[src/rtl/cache_rd_pkg.sv]
// Package: shared types and helpers for the read cache.
// Assumes: parameters that count ways or sets are at least 1.
package cache_rd_pkg;

    // Controller state: accepting loads, or waiting for a line refill.
    typedef enum logic {
        CTL_IDLE   = 1'b0,
        CTL_REFILL = 1'b1
    } ctl_state_t;

    // Width of an index over n items; never less than one bit.
    function automatic int unsigned idx_bits(input int unsigned n);
        return (n > 1) ? $clog2(n) : 1;
    endfunction

endpackage

[src/rtl/cache_tag_store.sv]
// Module: cache_tag_store
// Holds the valid bits, tags and lines of every way. It compares all ways of
// one set in parallel, reports the lowest invalid way of that set, and writes
// a refilled line.
// Assumes: at most one way per set ever holds a given tag; the fill port
// writes a tag that is absent from the set.
module cache_tag_store
    import cache_rd_pkg::*;
#(
    parameter int unsigned NUM_SETS = 2,
    parameter int unsigned NUM_WAYS = 2,
    parameter int unsigned TAG_W    = 3,
    parameter int unsigned LINE_W   = 16,
    localparam int unsigned IDX_W   = idx_bits(NUM_SETS),
    localparam int unsigned WAY_W   = idx_bits(NUM_WAYS)
) (
    input  logic              clk,
    input  logic              rst_n,
    input  logic [IDX_W-1:0]  look_idx,
    input  logic [TAG_W-1:0]  look_tag,
    output logic              hit,
    output logic [WAY_W-1:0]  hit_way,
    output logic [LINE_W-1:0] hit_line,
    output logic              free_found,
    output logic [WAY_W-1:0]  free_way,
    input  logic              fill_en,
    input  logic [IDX_W-1:0]  fill_idx,
    input  logic [WAY_W-1:0]  fill_way,
    input  logic [TAG_W-1:0]  fill_tag,
    input  logic [LINE_W-1:0] fill_line
);

    logic [NUM_WAYS-1:0] valid_q [NUM_SETS];
    logic [TAG_W-1:0]    tag_q   [NUM_SETS][NUM_WAYS];
    logic [LINE_W-1:0]   line_q  [NUM_SETS][NUM_WAYS];
    logic [NUM_WAYS-1:0] match;

    // One comparator per way of the looked-up set.
    for (genvar w = 0; w < NUM_WAYS; w++) begin : g_cmp
        assign match[w] = valid_q[look_idx][w] && (tag_q[look_idx][w] == look_tag);
    end

    // Pick the matching way and its line; the lowest index wins.
    always_comb begin
        hit      = |match;
        hit_way  = '0;
        hit_line = '0;
        for (int w = NUM_WAYS - 1; w >= 0; w--) begin
            if (match[w]) begin
                hit_way  = WAY_W'(w);
                hit_line = line_q[look_idx][w];
            end
        end
    end

    // Find the lowest-numbered invalid way of the looked-up set.
    always_comb begin
        free_found = ~&valid_q[look_idx];
        free_way   = '0;
        for (int w = NUM_WAYS - 1; w >= 0; w--) begin
            if (!valid_q[look_idx][w]) free_way = WAY_W'(w);
        end
    end

    // Valid bits: cleared by reset, set by a fill.
    always_ff @(posedge clk) begin
        if (!rst_n) begin
            for (int s = 0; s < NUM_SETS; s++) valid_q[s] <= '0;
        end else if (fill_en) begin
            valid_q[fill_idx][fill_way] <= 1'b1;
        end
    end

    // Tag and line storage: written on a fill, no reset needed.
    always_ff @(posedge clk) begin
        if (fill_en) begin
            tag_q[fill_idx][fill_way]  <= fill_tag;
            line_q[fill_idx][fill_way] <= fill_line;
        end
    end

    // Never two matching ways in one set.
    assert_one_match_R3: assert property (@(posedge clk) disable iff (!rst_n)
        $countones(match) <= 1);

    // A fill into a set that still has an empty way must not overwrite a valid line.
    assert_fill_free_first_R5: assert property (@(posedge clk) disable iff (!rst_n)
        (fill_en && !(&valid_q[fill_idx])) |-> !valid_q[fill_idx][fill_way]);

endmodule

[src/rtl/cache_lru.sv]
// Module: cache_lru
// Keeps a true-LRU rank per way in every set (0 = most recent,
// NUM_WAYS-1 = least recent) and names the victim of the looked-up set.
// Assumes: the ranks within a set always form a permutation; touch_way
// belongs to the set given by look_idx.
module cache_lru
    import cache_rd_pkg::*;
#(
    parameter int unsigned NUM_SETS = 2,
    parameter int unsigned NUM_WAYS = 2,
    localparam int unsigned IDX_W   = idx_bits(NUM_SETS),
    localparam int unsigned WAY_W   = idx_bits(NUM_WAYS),
    localparam int unsigned AGE_W   = idx_bits(NUM_WAYS)
) (
    input  logic             clk,
    input  logic             rst_n,
    input  logic [IDX_W-1:0] look_idx,
    output logic [WAY_W-1:0] victim_way,
    input  logic             touch_en,
    input  logic [WAY_W-1:0] touch_way
);

    logic [AGE_W-1:0]    age_q     [NUM_SETS][NUM_WAYS];
    logic [NUM_WAYS-1:0] rank_seen [NUM_SETS];

    // Reset ranks so way 0 is oldest; a touch makes one way newest and ages the younger ones.
    always_ff @(posedge clk) begin
        if (!rst_n) begin
            for (int s = 0; s < NUM_SETS; s++)
                for (int w = 0; w < NUM_WAYS; w++)
                    age_q[s][w] <= AGE_W'(NUM_WAYS - 1 - w);
        end else if (touch_en) begin
            for (int w = 0; w < NUM_WAYS; w++) begin
                if (WAY_W'(w) == touch_way)
                    age_q[look_idx][w] <= '0;
                else if (age_q[look_idx][w] < age_q[look_idx][touch_way])
                    age_q[look_idx][w] <= age_q[look_idx][w] + 1'b1;
            end
        end
    end

    // The victim is the way holding the oldest rank.
    always_comb begin
        victim_way = '0;
        for (int w = 0; w < NUM_WAYS; w++) begin
            if (age_q[look_idx][w] == AGE_W'(NUM_WAYS - 1)) victim_way = WAY_W'(w);
        end
    end

    // Gather which ranks are present in each set, for the permutation check.
    always_comb begin
        for (int s = 0; s < NUM_SETS; s++) begin
            rank_seen[s] = '0;
            for (int w = 0; w < NUM_WAYS; w++) rank_seen[s][age_q[s][w]] = 1'b1;
        end
    end

    for (genvar s = 0; s < NUM_SETS; s++) begin : g_chk
        // Every rank appears exactly once in each set.
        assert_age_perm_R6: assert property (@(posedge clk) disable iff (!rst_n)
            rank_seen[s] == {NUM_WAYS{1'b1}});
    end

endmodule

[src/rtl/cache_rd_lru.sv]
// Module: cache_rd_lru
// Read-only cache with NUM_SETS sets of NUM_WAYS ways and true-LRU
// replacement. A hit answers one cycle after acceptance. A miss requests the
// line, fills it when it returns and answers in the cycle after the fill.
// Assumes: the memory holds mem_req_addr stable in its view and answers each
// request exactly once with mem_rsp_valid; NUM_SETS is a power of two.
module cache_rd_lru
    import cache_rd_pkg::*;
#(
    parameter int unsigned ADDR_W   = 5,
    parameter int unsigned OFFSET_W = 1,
    parameter int unsigned BYTE_W   = 8,
    parameter int unsigned NUM_SETS = 2,
    parameter int unsigned NUM_WAYS = 2,
    parameter int unsigned CNT_W    = 16,
    localparam int unsigned SET_BITS = $clog2(NUM_SETS),
    localparam int unsigned IDX_W    = idx_bits(NUM_SETS),
    localparam int unsigned WAY_W    = idx_bits(NUM_WAYS),
    localparam int unsigned TAG_W    = ADDR_W - OFFSET_W - SET_BITS,
    localparam int unsigned LINE_W   = BYTE_W << OFFSET_W
) (
    input  logic                       clk,
    input  logic                       rst_n,
    input  logic                       req_valid,
    output logic                       req_ready,
    input  logic [ADDR_W-1:0]          req_addr,
    output logic                       rsp_valid,
    output logic                       rsp_hit,
    output logic [BYTE_W-1:0]          rsp_data,
    output logic                       mem_req_valid,
    output logic [ADDR_W-OFFSET_W-1:0] mem_req_addr,
    input  logic                       mem_rsp_valid,
    input  logic [LINE_W-1:0]          mem_rsp_line,
    output logic [CNT_W-1:0]           hit_count,
    output logic [CNT_W-1:0]           miss_count
);

    ctl_state_t           state_q;
    logic [ADDR_W-1:0]    addr_q;
    logic [IDX_W-1:0]     req_idx, held_idx, look_idx;
    logic [TAG_W-1:0]     req_tag, held_tag;
    logic [OFFSET_W-1:0]  req_off, held_off;
    logic                 hit;
    logic [WAY_W-1:0]     hit_way, free_way, victim_way, fill_way, touch_way;
    logic [LINE_W-1:0]    hit_line;
    logic                 free_found, fill_en, accept, touch_en;

    // Pick one byte of a line by its offset.
    function automatic logic [BYTE_W-1:0] pick_byte(input logic [LINE_W-1:0] line,
                                                   input logic [OFFSET_W-1:0] off);
        return line[int'(off) * BYTE_W +: BYTE_W];
    endfunction

    // Address fields of the incoming and the held request.
    assign req_tag  = req_addr[ADDR_W-1 -: TAG_W];
    assign held_tag = addr_q[ADDR_W-1 -: TAG_W];
    assign req_off  = req_addr[OFFSET_W-1:0];
    assign held_off = addr_q[OFFSET_W-1:0];
    if (SET_BITS > 0) begin : g_idx
        assign req_idx  = req_addr[OFFSET_W +: SET_BITS];
        assign held_idx = addr_q[OFFSET_W +: SET_BITS];
    end else begin : g_noidx
        assign req_idx  = '0;
        assign held_idx = '0;
    end

    // While idle, look at the incoming set; during a refill, look at the held set.
    assign look_idx  = (state_q == CTL_IDLE) ? req_idx : held_idx;
    assign req_ready = (state_q == CTL_IDLE);
    assign accept    = req_valid && req_ready;
    assign fill_en   = (state_q == CTL_REFILL) && mem_rsp_valid;
    assign fill_way  = free_found ? free_way : victim_way;
    assign touch_en  = (accept && hit) || fill_en;
    assign touch_way = fill_en ? fill_way : hit_way;
    assign mem_req_valid = (state_q == CTL_REFILL);
    assign mem_req_addr  = addr_q[ADDR_W-1:OFFSET_W];

    cache_tag_store #(
        .NUM_SETS(NUM_SETS), .NUM_WAYS(NUM_WAYS), .TAG_W(TAG_W), .LINE_W(LINE_W)
    ) u_tags (
        .clk(clk), .rst_n(rst_n),
        .look_idx(look_idx), .look_tag(req_tag),
        .hit(hit), .hit_way(hit_way), .hit_line(hit_line),
        .free_found(free_found), .free_way(free_way),
        .fill_en(fill_en), .fill_idx(held_idx), .fill_way(fill_way),
        .fill_tag(held_tag), .fill_line(mem_rsp_line)
    );

    cache_lru #(
        .NUM_SETS(NUM_SETS), .NUM_WAYS(NUM_WAYS)
    ) u_lru (
        .clk(clk), .rst_n(rst_n),
        .look_idx(look_idx), .victim_way(victim_way),
        .touch_en(touch_en), .touch_way(touch_way)
    );

    // Controller: serve hits at once, park misses until the refill arrives.
    always_ff @(posedge clk) begin
        if (!rst_n) begin
            state_q    <= CTL_IDLE;
            addr_q     <= '0;
            rsp_valid  <= 1'b0;
            rsp_hit    <= 1'b0;
            rsp_data   <= '0;
            hit_count  <= '0;
            miss_count <= '0;
        end else begin
            rsp_valid <= 1'b0;
            if (accept) begin
                addr_q <= req_addr;
                if (hit) begin
                    rsp_valid <= 1'b1;
                    rsp_hit   <= 1'b1;
                    rsp_data  <= pick_byte(hit_line, req_off);
                    hit_count <= hit_count + 1'b1;
                end else begin
                    state_q <= CTL_REFILL;
                end
            end else if (fill_en) begin
                state_q    <= CTL_IDLE;
                rsp_valid  <= 1'b1;
                rsp_hit    <= 1'b0;
                rsp_data   <= pick_byte(mem_rsp_line, held_off);
                miss_count <= miss_count + 1'b1;
            end
        end
    end

    // A refill request stays up, with the same line address, until answered.
    assert_refill_hold_R4: assert property (@(posedge clk) disable iff (!rst_n)
        (mem_req_valid && !mem_rsp_valid) |=> (mem_req_valid && $stable(mem_req_addr)));

    // A hit response never coincides with an outstanding refill.
    assert_hit_no_mem_R3: assert property (@(posedge clk) disable iff (!rst_n)
        (rsp_valid && rsp_hit) |-> !mem_req_valid);

    // No response while the block is refusing loads.
    assert_busy_silent_R10: assert property (@(posedge clk) disable iff (!rst_n)
        !req_ready |-> !rsp_valid);

    // Each response advances the counters by exactly one in total.
    assert_count_step_R9: assert property (@(posedge clk) disable iff (!rst_n)
        rsp_valid |-> (CNT_W'(hit_count + miss_count) ==
                       CNT_W'($past(hit_count) + $past(miss_count) + 1'b1)));

endmodule

[config.mk]
export PLATFORM = sky130hd
export DESIGN_NAME = cache_rd_lru
export DESIGN_NICKNAME = d
export VERILOG_FILES = /design/src/rtl/cache_rd_pkg.sv /design/src/rtl/cache_tag_store.sv /design/src/rtl/cache_lru.sv /design/src/rtl/cache_rd_lru.sv
export SDC_FILE = /design/constraint.sdc
export NUM_CORES = 1
export LEC_CHECK = 0
export BUFFER_PORTS_ARGS = -buffer_cell sky130_fd_sc_hd__buf_2
export CAP_MARGIN = 40
export CORE_ASPECT_RATIO = 0.8
export CORE_UTILIZATION = 37
export CTS_BUF_LIST = sky130_fd_sc_hd__clkbuf_4
export CTS_CLUSTER_SIZE = 14
export DETAILED_ROUTE_END_ITERATION = 12
export PLACE_DENSITY = 0.6
export SLEW_MARGIN = 15
export SYNTH_ARGS = -nofsm -noshare
export SYNTH_HDL_FRONTEND = slang
export SYNTH_SLANG_ARGS = --single-unit
export TNS_END_PERCENT = 30
[constraint.sdc]
create_clock -name clk -period 3 [get_ports clk]
set_input_delay 0.75 -clock clk [delete_from_list [all_inputs] [get_ports clk]]
set_output_delay 0.75 -clock clk [all_outputs]
set_load 0.01 [all_outputs]
# Word level (Yosys, flattened, before mapping)
# Memory sizes are Yosys's and may differ from the RTL's.
# Cells that the tools add are included.
# totals
ramBits	84
romBits	0
reg_bits	48
word_cells	112
output_inout_bits	48
latchBits	0
n_memories	4
# op_classes
shift	2
n_div	0
bitwise	6
muxes	61
magnitude_cmp	7
n_addsub	4
n_reduce_logical	17
mul	0
eq_ne	4
# memory_table
memory	words	width	read_ports	rd_ports_with_merged_regs	wr	line	text
u_tags.line_q	2	32	1	0	1	cache_tag_store.sv:35	logic [LINE_W-1:0] line_q [NUM_SETS][NUM_WAYS];
u_tags.tag_q	2	6	1	0	1	cache_tag_store.sv:34	logic [TAG_W-1:0] tag_q [NUM_SETS][NUM_WAYS];
u_lru.age_q	2	2	1	0	2	cache_lru.sv:23	logic [AGE_W-1:0] age_q [NUM_SETS][NUM_WAYS];
u_tags.valid_q	2	2	1	0	2	cache_tag_store.sv:33	logic [NUM_WAYS-1:0] valid_q [NUM_SETS];
# ops
operator	count
$mux 16	3
$mux 1	44
$add 16x1->16 const B	2
$mux 32	1
$shiftx 16x5->8	2
$mux 8	3
$demux 16 s1	1
$mux 2	5
$reduce_and 2->1	5
$logic_and 1x1->1	7
$eq 3x3->1	2
$mux 6	1
$reduce_or 2->1	3
$ge 2x2->1 const B	2
$ne 2x2->1 const B	2
$not 1->2	2
$demux 3 s1	1
$mux 3	1
$add 1x1->1 const B	2
$lt 1x1->1	2
$lt 1x2->1 const B	1
$lt 2x1->1 const B	1
$not 1->1	2
$or 1x1->1	2
other kinds (4)	4

# Depth between registers and ports, before layout
# An unclocked memory read counts as a cell.
# depth
word_depth	20
mapped_depth	9
mapped_depth_nobuf	6

# Cells and area by module
# A second synthesis with hierarchy kept.
# unflattened
cells_unflattened	500
area_unflattened_um2	5898.2
# modules_own_cells
mod	area_per_inst_um2	cells_per_inst	seq_area_each_um2	n_inst
cache_tag_store	3330.7	190	2362.3	1
cache_rd_lru	2316.0	283	960.9	1
cache_lru	251.5	27	120.1	1

# Worst setup path after synthesis
# OpenSTA, ideal clock, no wires.
# synth_path
path_type	input -> register
start	input req_addr[1]
end	memory u_tags.line_q[0][0] (netlist name), enable pin
slack_ns	-0.215
required_ns	2.579
arrival_ns	2.794
path_buffers	0
path_stages	4
path_cell_list	mux2i_1 and3_1 a311oi_2 nor3_1
# synth_via
elab_chain_len	11
word_cells_on_any_way	15
classes_between	order compare (2); mux (8); bitwise (1); reduce/logical (2); memory (2)
# synth_rtl
element	line	text
start: declaration	cache_rd_lru.sv:26	input logic [ADDR_W-1:0] req_addr,
$mux 1 (*)	cache_rd_lru.sv:68	assign look_idx = (state_q == CTL_IDLE) ? req_idx : held_idx;
$mem_v2 2x2	--	
$mux 1 (2 in series)	cache_tag_store.sv:61	if (!valid_q[look_idx][w]) free_way = WAY_W'(w);
$mux 1 (*)	cache_rd_lru.sv:72	assign fill_way = free_found ? free_way : victim_way;
$not 1->2 (not written as such) (*)	cache_tag_store.sv:78	line_q[fill_idx][fill_way] <= fill_line;
$ge 2x2->1 (not written as such) or $lt 2x1->1 (tied branches)	cache_tag_store.sv:78	
$logic_and 1x1->1 (not written as such)	cache_tag_store.sv:78	
$mux 16 (not written as such)	cache_tag_store.sv:78	
$demux 16 s1 (*)	cache_tag_store.sv:78	
$mux 32 (not written as such) (*)	cache_tag_store.sv:78	
end: declaration	cache_tag_store.sv:35	
# Every way passes the cells marked *; elsewhere a longest branch is shown, timed or not.

# Worst setup path after layout
# layout_path
start	register state_q (netlist: mem_req_valid)
end	register rsp_data[2]
# layout_via
elab_chain_len	9
word_cells_on_any_way	20
classes_between	eq/ne (3); shift (1); mux (5); bitwise (1); reduce/logical (7); memory (3)
# layout_rtl
element	line	text
start: declaration	cache_rd_lru.sv:38	ctl_state_t state_q;
start signal: assignment	cache_rd_lru.sv:100	state_q <= CTL_IDLE;
start signal: assignment	cache_rd_lru.sv:117	state_q <= CTL_REFILL;
start signal: assignment	cache_rd_lru.sv:120	state_q <= CTL_IDLE;
$mux 1	cache_rd_lru.sv:68	
$mem_v2 2x6	--	
$eq 3x3->1	cache_tag_store.sv:40	assign match[w] = valid_q[look_idx][w] && (tag_q[look_idx][w] == look_tag);
$logic_and 1x1->1	cache_tag_store.sv:40	
$mux 16 (2 in series)	cache_tag_store.sv:49	if (match[w]) begin
$shiftx 16x5->8	cache_rd_lru.sv:51	return line[int'(off) * BYTE_W +: BYTE_W];
$mux 8	cache_rd_lru.sv:111	if (hit) begin
$mux 8	cache_rd_lru.sv:109	if (accept) begin
end signal: assignment	cache_rd_lru.sv:114	rsp_data <= pick_byte(hit_line, req_off);
end signal: assignment	cache_rd_lru.sv:123	rsp_data <= pick_byte(mem_rsp_line, held_off);
end: declaration	cache_rd_lru.sv:29	output logic [BYTE_W-1:0] rsp_data,
# Parallel ways exist; a longest one is shown, timed or not. The select of a mux whose other input is x is not followed.
# A chain may end at the register's enable or synchronous reset.

==> run_results.csv <==
group,metric,value,unit
layout,drive_above_1_share,31.6,%
logic_synthesis,ys.flop_type,"edfxtp_1",
power_and_ir_drop,clkPwrFrac,36.0,%
power_and_ir_drop,netSwitchingPower,849,µW
worst_setup_path,worstSetupStartpoint,"mem_req_valid$_SDFFE_PN0P_",
worst_setup_path,reg2regPathDepth,6,
worst_setup_path,crit_type,"flop to flop",
worst_setup_path,worst_setup_path_endpoint,"rsp_data[2]$_SDFFE_PN0P_",
layout,layout.nets,561,
clocking,cts_resized,0,
timing,max_freq,401,MHz
timing,setup_viol,0,
routing,drt-vias-per-instance,5.14,
die,rows,40,
logic_synthesis,syn_avg_cell_area,12.9,µm²
worst_setup_path,crit_required,3.43,ns
timing,finalCritPeriodShare,83.2,%
logic_synthesis,synth_edf_count,80,
layout,fin_area,0.00685,mm²
timing,hold_viol_final,0,
layout,area_growth_syn_to_layout,16.9,%
worst_setup_path,rr_startpoint,"mem_req_valid$_SDFFE_PN0P_",
clocking,postCtsSetupBuffers,0,
clocking,clockRootBuffer,"clkbuf_4",
clocking,clockBufferDepth,2,
global_route,grt_pass1_vias,3804,
logic_synthesis,yosys.area.top_type,"edfxtp_1",
power_and_ir_drop,comb_power_share,8.6,%
die,ioPinCount,73,
clocking,clkTransAtPathRegs,0.11,ns
logic_synthesis,yosysTopAreaCellShare,41.0,%
logic_synthesis,ys_top_cells_by_area,"edfxtp_1 (41%), dfxtp_1 (18%), mux4_2 (6.1%), mux2i_1 (3.2%), nand2_1 (2.9%)",
clocking,cts.sinks,132,
clocking,cts_tree,"done",
timing,slew_violations,0,
routing,dr.pass1.iters,5,
routing,drc,0,
global_route,grt_antenna_before_repair,0,
placed_design,hpwl,8770,µm
die,fp.dieW,143,µm
die,core_region_area,0.0153,mm²
power_and_ir_drop,swShare,23.6,%
power_and_ir_drop,seqPwrFrac,55.4,%
timing,relSlewSlack,60.2,%
placed_design,place.gp.congestion,0.784,
flow_run,drv_cap,0,
global_route,overflow,0,
worst_setup_path,reg2reg_to,"rsp_data[2]$_SDFFE_PN0P_",
routing,dr_total_vias,3891,
layout,fin_cells,757,
global_route,grt_pass1_wl,21000,µm
layout,insertedDiodeCount,0,
worst_setup_path,reg2reg_slack,0.50,ns
worst_setup_path,worst_path_largest_cell_delay,0.50,ns
logic_synthesis,yosysSeqAreaShare,58.7,%
clocking,cts_buffers,17,
die,start_util,38.4,%
placed_design,placed_cell_area,0.00653,mm²
worst_setup_path,worstPathCellList,"mux2i_1 > o2111ai_1 > and2_1 > o22ai_4 > a22oi_1 > o221a_2",
logic_synthesis,synth_area,0.00586,mm²
logic_synthesis,ys_async_sr_fraction,0,%
timing,period_minus_slack,2.50,ns
die,die-area,0.0164,mm²
timing,worst_pin_slew,0.596,ns
worst_setup_path,cp-end-kind,"flop",
clocking,hold_buffers,0,
clocking,clk_latency,0.54,ns
timing,setup-tns-final,0,ns
power_and_ir_drop,p_per_area,525,mW/mm²
worst_hold_path,hold_class,"input port to flop",
placed_design,port_buffers,72,
worst_setup_path,slowest_stage,"o22ai_4",
placed_design,dp_cells,725,
logic_synthesis,ys_types,54,
worst_setup_path,start_kind,"flop",
routing,drt-total-wl,13100,µm
routing,routedWlPerCell,17.2,µm
timing,rsz0062_at_grt,"no",
die,die_y,115,µm
power_and_ir_drop,peakVddDrop,0.214,mV
status,outcome,"finished, final reports clean",
logic_synthesis,syn-instance-count,453,
layout,nFillCells,1385,
power_and_ir_drop,intPower,2750,µW
worst_setup_path,arrival,2.92,ns
logic_synthesis,synth_seq_cells,132,
timing,skew,0.0195,ns
routing,drtIter0Drc,238,
power_and_ir_drop,total_power,3600,µW
worst_setup_path,cp_max_fo,16,
routing,drtAntennaViolNets,0,
layout,finish.utilization,44.9,%
global_route,grt_max_degree,32,
clocking,cts_max_level,4,
logic_synthesis,ys_warn_count,0,
global_route,track_usage,17.3,%
logic_synthesis,synth_nets,480,
power_and_ir_drop,leakagePower,0.00244,µW
-- how the worst min path moves through the flow --
| stage | from | endpoint | slack (ns) | cells past startpoint |
|---|---|---|---|---|
| final | mem_rsp_line[4] | u_tags.line_q[0][4]$_DFFE_PP_ | 0.44 | 1 |
| after detailed placement | rsp_hit$_SDFFE_PN0P_ | rsp_hit$_SDFFE_PN0P_ | 0.45 | 2 |
| after CTS | mem_rsp_line[4] | u_tags.line_q[0][4]$_DFFE_PP_ | 0.38 | 1 |
| after global placement | rsp_hit$_SDFFE_PN0P_ | rsp_hit$_SDFFE_PN0P_ | 0.45 | 2 |
| after global routing | mem_rsp_line[4] | u_tags.line_q[0][20]$_DFFE_PP_ | 0.39 | 1 |
| after floorplan | u_tags.valid_q[0][0]$_DFF_P_ | u_tags.valid_q[0][0]$_DFF_P_ | 0.45 | 1 |
-- per-layer routing --
layer	global-route usage, %	up-vias	wire length [µm]
met3	4.10	11	696
met1	23.5	1883	6070
met5	0	-	0
met2	26.8	102	6120
met4	6.52	0	170
li1	-	1895	-
-- synthesized netlist by cell type, types with 9 or more instances --
library cell	number
a21oi_1	17
a31o_2	9
and2_1	11
clkbuf_1	16
dfxtp_1	52
edfxtp_1	80
inv_1	12
mux2i_1	19
mux4_2	16
nand2_1	45
nand2b_1	10
nand4_1	9
nor2_1	22
nor3_1	14
o2111ai_1	9
xnor2_1	11
-- area by class of cell --
cell class | count | area (µm²) | area share [%]
Sequential cell | 132 | 3440 | 50.3
Multi-Input combinational cell | 280 | 2240 | 32.7
Timing Repair Buffer | 91 | 541 | 7.89
Tap cell | 210 | 263 | 3.84
Clock inverter | 15 | 189 | 2.76
Clock buffer | 17 | 128 | 1.86
Inverter | 12 | 45.0 | 0.658
-- cells by family (layout without fill, tap and decap cells) --
logic type	after synthesis	in the layout	synth area share, %
adders and majority gates	2	2	0.427
buffers and inverters	41	135	3.18
and+or+nand+nor	141	141	12.5
muxes	38	38	10.4
DFF	132	132	58.7
xor gates and xnor gates	19	19	3.61
AOI/OAI and AO/OA	80	80	11.1
-- flip-flops by register name, summed over array words and instances (netlist names) --
| register | count |
|---|---|
| addr_q | 5 |
| hit_count | 16 |
| mem_req_valid | 1 |
| miss_count | 16 |
| rsp_data | 8 |
| rsp_hit | 1 |
| rsp_valid | 1 |
| u_lru.age_q | 4 |
| u_tags.line_q | 64 |
| u_tags.tag_q | 12 |
| u_tags.valid_q | 4 |
-- stage by stage --
stage	hold slack [ns]	setup WS (ns)
global route	0.393	0.325
CTS	0.384	0.490
finish	0.437	0.504
detailed placement	0.453	0.226
floorplan	0.455	0.0213
global placement	0.448	0.209
-- cells in the final DEF, fill, tap and decap left out, types with 4 or more instances in the layout --
cell type | synthesis | routed
nand4_1 | 9 | 9
inv_1 | 12 | 12
nor3_1 | 14 | 13
nor4_2 | 5 | 5
nor2_1 | 22 | 22
o2111ai_1 | 9 | 9
and2_1 | 11 | 11
buf_2 | 2 | 72
clkbuf_4 | 0 | 17
a22oi_1 | 8 | 8
nand3_1 | 7 | 7
bufinv_16 | 0 | 4
xor2_1 | 5 | 5
nand2b_1 | 10 | 10
o21ai_0 | 8 | 8
dfxtp_1 | 52 | 52
o221a_2 | 6 | 6
edfxtp_1 | 80 | 80
a31o_2 | 9 | 9
mux2i_1 | 19 | 19
o21a_1 | 4 | 4
mux4_2 | 16 | 16
nand2_1 | 45 | 45
xnor2_1 | 11 | 11
a21oi_1 | 17 | 17
buf_4 | 6 | 16
clkinv_2 | 0 | 4
or3_1 | 5 | 5
-- worst max-delay path: cells and delay by family, from the launching register on --
family / cells / cell delay (ns)
AOI/OAI and AO/OA: 4 / 1.17
and+or+nand+nor: 1 / 0.30
DFF: 1 / 0.49
muxes: 1 / 0.41
-- power by group through the flow --
stage	clock (µW)	sequential, µW	combinational, µW
after detailed placement	0	2030	312
after global placement	0	2030	306
after global routing	1410	2000	335
final	1290	1990	309
after floorplan	0	2030	203
after CTS	1330	1990	312
(Power assumes the default switching activity.)
